## config.mk

```make
export PLATFORM = sky130hd
export DESIGN_NAME = card_irq_merge
export DESIGN_NICKNAME = d
export VERILOG_FILES = /design/src/rtl/card_irq_merge.sv
export SDC_FILE = /design/constraint.sdc
export NUM_CORES = 1
export LEC_CHECK = 0
export BUFFER_PORTS_ARGS = -buffer_cell sky130_fd_sc_hd__buf_2
export CAP_MARGIN = 0
export CELL_PAD_IN_SITES_DETAIL_PLACEMENT = 2
export CELL_PAD_IN_SITES_GLOBAL_PLACEMENT = 2
export CORE_UTILIZATION = 23
export DETAILED_ROUTE_END_ITERATION = 6
export GPL_TIMING_DRIVEN = 1
export PLACE_DENSITY = 0.86
export SLEW_MARGIN = 10
export SYNTH_ARGS = -nofsm -noshare
export SYNTH_HDL_FRONTEND = slang
export SYNTH_SLANG_ARGS = --single-unit
```

## constraint.sdc

```tcl
create_clock -name clk -period 2.2 [get_ports clk]
set_clock_uncertainty 0.2 [all_clocks]
set_input_delay 0.44 -clock clk [delete_from_list [all_inputs] [get_ports clk]]
set_output_delay 0.44 -clock clk [all_outputs]
set_load 0.01 [all_outputs]
```

## src/rtl/card_irq_merge.sv

```systemverilog
module card_irq_merge (
  input  logic       clk,
  input  logic       rst_n,
  input  logic       mode_sel,
  input  logic       atr_chk_en,
  input  logic       card_present,
  input  logic       dcdc_ready,
  input  logic       ovc_event,
  input  logic       vout_bad,
  input  logic       atr_timeout,
  input  logic       sw_set_valid,
  input  logic [2:0] sw_set_bits,
  input  logic       rd_ack_stat,
  input  logic       rd_ack_cfg,
  output logic [1:0] stat_flags,
  output logic [2:0] cfg_flags,
  output logic       pin_pull_low,
  output logic       pin_level
);

  // sampled inputs: {timeout, voltage, overcurrent, settled, present}
  logic [4:0] in_q;
  logic [4:0] in_now;
  logic [4:0] rise;
  logic [1:0] stat_set;
  logic [2:0] cfg_set;
  logic       err_pend;

  assign in_now = {atr_timeout, vout_bad, ovc_event, dcdc_ready, card_present};
  assign rise   = in_now & ~in_q;

  assign stat_set = {rise[2], rise[1]};
  assign cfg_set  = {rise[4] & atr_chk_en, rise[3], in_now[0] ^ in_q[0]}
                  | (sw_set_bits & {3{sw_set_valid}});

  always_ff @(posedge clk) begin
    if (!rst_n) begin
      in_q       <= '0;
      stat_flags <= '0;
      cfg_flags  <= '0;
    end else begin
      in_q       <= in_now;
      stat_flags <= (stat_flags & ~{2{rd_ack_stat}}) | stat_set;
      cfg_flags  <= (cfg_flags & ~{3{rd_ack_cfg}}) | cfg_set;
    end
  end

  assign err_pend     = stat_flags[1] | cfg_flags[1] | cfg_flags[2];
  assign pin_pull_low = mode_sel ? ~(in_q[0] & ~err_pend)
                                 : ((|stat_flags) | (|cfg_flags));
  assign pin_level    = ~pin_pull_low;

  assert_presence_edge_R2: assert property (@(posedge clk) disable iff (!rst_n)
    (card_present != in_q[0]) |=> cfg_flags[0]);

  assert_ovc_clear_R6: assert property (@(posedge clk) disable iff (!rst_n)
    (rd_ack_stat && !ovc_event) |=> !stat_flags[1]);

  assert_set_wins_R7: assert property (@(posedge clk) disable iff (!rst_n)
    (rd_ack_cfg && sw_set_valid && sw_set_bits[1]) |=> cfg_flags[1]);

  assert_atr_gated_R4: assert property (@(posedge clk) disable iff (!rst_n)
    (!atr_chk_en && !(sw_set_valid && sw_set_bits[2]) && !cfg_flags[2]) |=> !cfg_flags[2]);

  assert_shared_idle_R9: assert property (@(posedge clk) disable iff (!rst_n)
    (!mode_sel && stat_flags == 2'b00 && cfg_flags == 3'b000) |-> !pin_pull_low);

  assert_shared_low_R9: assert property (@(posedge clk) disable iff (!rst_n)
    (!mode_sel && (stat_flags != 2'b00 || cfg_flags != 3'b000)) |-> pin_pull_low);

  assert_presence_err_R10: assert property (@(posedge clk) disable iff (!rst_n)
    (mode_sel && (stat_flags[1] || cfg_flags[2:1] != 2'b00)) |-> !pin_level);

  assert_sticky_R8: assert property (@(posedge clk) disable iff (!rst_n)
    (stat_flags[0] && !rd_ack_stat) |=> stat_flags[0]);

endmodule

```

Word level (Yosys, flattened, before mapping)
Cells that the tools add are included.
- register bits after elaboration: 10
- output and inout bits: 7
- word-level logic and storage cells: 25
- mux-type cells: 1
- bitwise gates (word level): 19
- reductions and logical operators: 2
- operator list (operator ; number):
    $and A3 B3 Y3 ; 2
    $or A3 B3 Y3 ; 2
    $and A5 B5 Y5 ; 1
    $not A5 Y5 ; 1
    $not A1 Y1 ; 3
    $not A3 Y3 ; 1
    $or A1 B1 Y1 ; 3
    $reduce_or A3 Y1 ; 1
    $and A1 B1 Y1 ; 2
    $and A2 B2 Y2 ; 1
    $not A2 Y2 ; 1
    $or A2 B2 Y2 ; 1
    $reduce_or A2 Y1 ; 1
    $mux W1 ; 1
    $xor A1 B1 Y1 ; 1

Longest topological paths before layout
- depth after elaboration: 7
- mapped depth: 2
- mapped depth without buffers: 2

Worst setup path after synthesis
No wires, ideal clock.
- kind: input -> output
- start point: input port mode_sel
- end point: output port pin_pull_low
- data arrival time: 0.798 ns
- path slack: 0.762 ns
- stages on the path: 2
- cell sequence: and2_1 > o21ai_1
- longest elaborated chain between the ends: 1
- ends and longest elaborated chain (element ; line ; source):
    from (decl) ; 4 ; input logic mode_sel,
    $mux W1 ; 49 ; assign pin_pull_low = mode_sel ? ~(in_q[0] & ~err_pend)
    to (decl) ; 17 ; output logic pin_pull_low,
Every way passes these cells.

Worst setup path in the final report
- start point: register cfg_flags[1]
- end point: output port pin_level
- longest elaborated chain between the ends: 7
- elaborated cells between the ends (all ways): 9
- classes of those cells: mux: 1; bitwise: 7; reduce/logical: 1
- ends and longest elaborated chain (element ; line ; source):
    from (decl) ; 16 ; output logic [2:0] cfg_flags,
    from (signal assigned) ; 44 ; cfg_flags <= (cfg_flags & ~{3{rd_ack_cfg}}) | cfg_set;
    $or A1 B1 Y1 (2 in series) ; 48 ; assign err_pend = stat_flags[1] | cfg_flags[1] | cfg_flags[2];
    $not A1 Y1 ; 49 ;
    $and A1 B1 Y1 ; 49 ;
    $not A1 Y1 ; 49 ;
    $mux W1 (*) ; 49 ;
    $not A1 Y1 (*) ; 51 ; assign pin_level = ~pin_pull_low;
    to (decl) ; 18 ; output logic pin_level
Every way passes the cells marked *; elsewhere a longest branch is shown, timed or not.

==> impl_metrics.json <==
{
  "synth.cell_area_um2": 381.6,
  "drv_slew": 0,
  "min_path_cells": 2,
  "pwr-share-clk_pct": 32.3,
  "synthXorXnorAreaFrac_pct": 2.295,
  "cp.arrival_ps": 1050,
  "powerDensity_nw_per_um2": 715.5,
  "synthCells": 39,
  "antenna-diode-count": 0,
  "end_kind": "output pin",
  "clk_pin_slew_worst_paths_ps": 60,
  "criticalPathCategory": "reg2out",
  "avgSynthCellArea_um2": 9.785,
  "die_area_um2": 1826,
  "p_seq_share_pct": 53.0,
  "cts_resized": 0,
  "viasPerCell": 4.532,
  "wl_um": 877,
  "cp.depth": 3,
  "synth-simple-area-share_pct": 33.44,
  "p_sw_w": 0.00009207,
  "ioPinCount": 22,
  "cts_buffer_depth": 2,
  "htree_levels": 1,
  "grt_setup_unrepaired": "false",
  "grt_pass1_vias": 380,
  "antenna_left": 0,
  "ys_ff_latch": 10,
  "synthAdderAreaFrac_pct": 0,
  "drtPass1Iterations": 2,
  "rows": 14,
  "intPower_w": 0.0002866,
  "start_util_pct": 25.04,
  "antenna_found_initial": 0,
  "clkLatencyLatePin_ps": 260,
  "finish.net_count": 80,
  "hold_violations": 0,
  "cts_made_buffers": 3,
  "synth.distinct_cells": 13,
  "postCtsHoldBufs": 0,
  "ys_warn_count": 0,
  "final.setup.tns_ps": 0,
  "dp_hpwl_um": 772.6,
  "crit_slowest_cell": "dfxtp_1",
  "leakage_nw": 0.2474,
  "p_sw_share_pct": 24.31,
  "regArea_um2": 200.2,
  "ctsRootBufferMaster": "clkbuf_4",
  "core_area_um2": 1524,
  "min_path_type": "in2reg",
  "ir_drop_mv": 0.2289,
  "grt_max_degree": 7,
  "start_kind": "flop",
  "multiInputGateArea_um2": 177.7,
  "worstPathRequired_ps": 1560,
  "synth_top_family_by_area": "simple AND/OR/NAND/NOR gates",
  "cts.sinks": 10,
  "path_buf_inv": 1,
  "fillCellCount": 185,
  "layout-drive-gt1-share_pct": 44.44,
  "die_y_um": 42.74,
  "cts_tree": "done",
  "post-route-min-period_ps": 1688,
  "slowest_delay_ps": 330,
  "path_max_fanout": 3,
  "worst_pin_slew_ps": 173.5,
  "place_congestion": 0.6599,
  "overflow": 0,
  "clock.fmax_mhz": 592.3,
  "p_comb_share_pct": 14.7,
  "grt_pass1_wl_mm": 1.628,
  "slew_headroom_pct": 88.37,
  "dr_total_vias": 358,
  "synthesis.nets": 54,
  "synthMuxAreaShare_pct": 0,
  "finalCritPeriodShare_pct": 76.74,
  "areaGrowthSynthToFinish_pct": 38.69,
  "avgRoutedWirePerCell_um": 11.10,
  "finalSetupViolations": 0,
  "postCtsSetupBuffers": 0,
  "ys_seq_area_share_pct": 52.46,
  "rr_worst_depth": 2,
  "drc": 0,
  "synth_compound_area_share_pct": 10.82,
  "cap_viol_max_count": 0,
  "drtIter0Drc": 1,
  "critPathTopFamily": "flip-flops",
  "die_w_um": 42.74,
  "grt_util_all_layers_pct": 12.27,
  "path_cells": "nor3_2 -> o21a_1 -> buf_2",
  "final_core_util_pct": 34.73,
  "outcome": "complete, no violations",
  "power_w": 0.0003787,
  "portBuffers": 21
}
per-layer routing:
layer,routed length (µm),up-vias,GRT usage (%)
met4,18,0,7.500
met2,434,18,20.61
met3,75,2,3.404
met5,0,-,0
li1,-,178,-
met1,349,160,13.49
sequential cells by signal, indices dropped and copies added (netlist names):
signal	flops
cfg_flags	3
stat_flags	2
in_q	5
final cells by class:
| cell class | count | share of cell area, % |
|---|---|---|
| clock buffer | 3 | 4.255 |
| inverter | 1 | 0.7092 |
| multi-input combinational | 28 | 33.57 |
| sequential | 10 | 37.83 |
| tap | 16 | 3.783 |
| timing repair buffer | 21 | 19.86 |
stage by stage:
stage	setup slack [ps]	area, µm²	cells	hold WS (ps)
after floorplan	762.4	381.6	39	259.9
after global placement	558.6	506.7	76	273.0
after detailed placement	534.5	506.7	76	292.0
after CTS	479.3	529.3	79	182.0
after global routing	410.6	529.3	79	198.2
final	511.6	529.3	79	191.6
worst paths after layout:
kind,from,endpoint,slack (ps)
worst max-delay path,cfg_flags[1]$_SDFF_PN0_,pin_level,510
worst min-delay path,atr_timeout,in_q[4]$_SDFF_PN0_,190
worst max register to register,in_q[0]$_SDFF_PN0_,cfg_flags[0]$_SDFF_PN0_,1310
worst min register to register,in_q[1]$_SDFF_PN0_,stat_flags[0]$_SDFF_PN0_,290
cell usage after synthesis (all sizes together):
library cell | instances | area (µm²)
a21oi | 2 | 10.01
nand2b | 8 | 50.05
a31oi | 3 | 18.77
nand3b | 1 | 7.510
and2 | 6 | 38.79
inv | 1 | 3.750
o21ai | 1 | 5.000
nor3 | 2 | 20.02
nand2 | 3 | 11.26
dfxtp | 10 | 200.2
o21a | 1 | 7.510
xnor2 | 1 | 8.760
power by group through the flow:
| stage | clock [W] | combinational [W] | sequential [W] |
|---|---|---|---|
| floorplan | 0 | 0.0000247 | 0.000207 |
| global placement | 0 | 0.0000551 | 0.000205 |
| detailed placement | 0 | 0.0000574 | 0.000206 |
| CTS | 0.000130 | 0.0000575 | 0.000202 |
| global route | 0.000137 | 0.0000636 | 0.000203 |
| finish | 0.000122 | 0.0000557 | 0.000201 |
cells in the final DEF, fill, tap and decap left out:
| cell | n |
|---|---|
| a31oi_1 | 3 |
| nand3b_1 | 1 |
| nor3_2 | 2 |
| xnor2_1 | 1 |
| o21ai_1 | 1 |
| clkbuf_4 | 3 |
| nand2_1 | 3 |
| dfxtp_1 | 10 |
| a21oi_1 | 2 |
| o21a_1 | 1 |
| nand2b_1 | 8 |
| buf_2 | 21 |
| inv_2 | 1 |
| and2_2 | 1 |
| and2_1 | 5 |
cells by family after synthesis:
| logic type | count (synthesis) |
|---|---|
| AOI/OAI and AO/OA | 7 |
| xor gates and xnor gates | 1 |
| buffers and inverters | 1 |
| DFF | 10 |
| and+or+nand+nor | 20 |
worst reg2reg max path, cell delays in order (launching register included):
cell	delay, ps
dfxtp_1	350
xnor2_1	130
a31oi_1	90
Power figures use the tool's default switching activity.
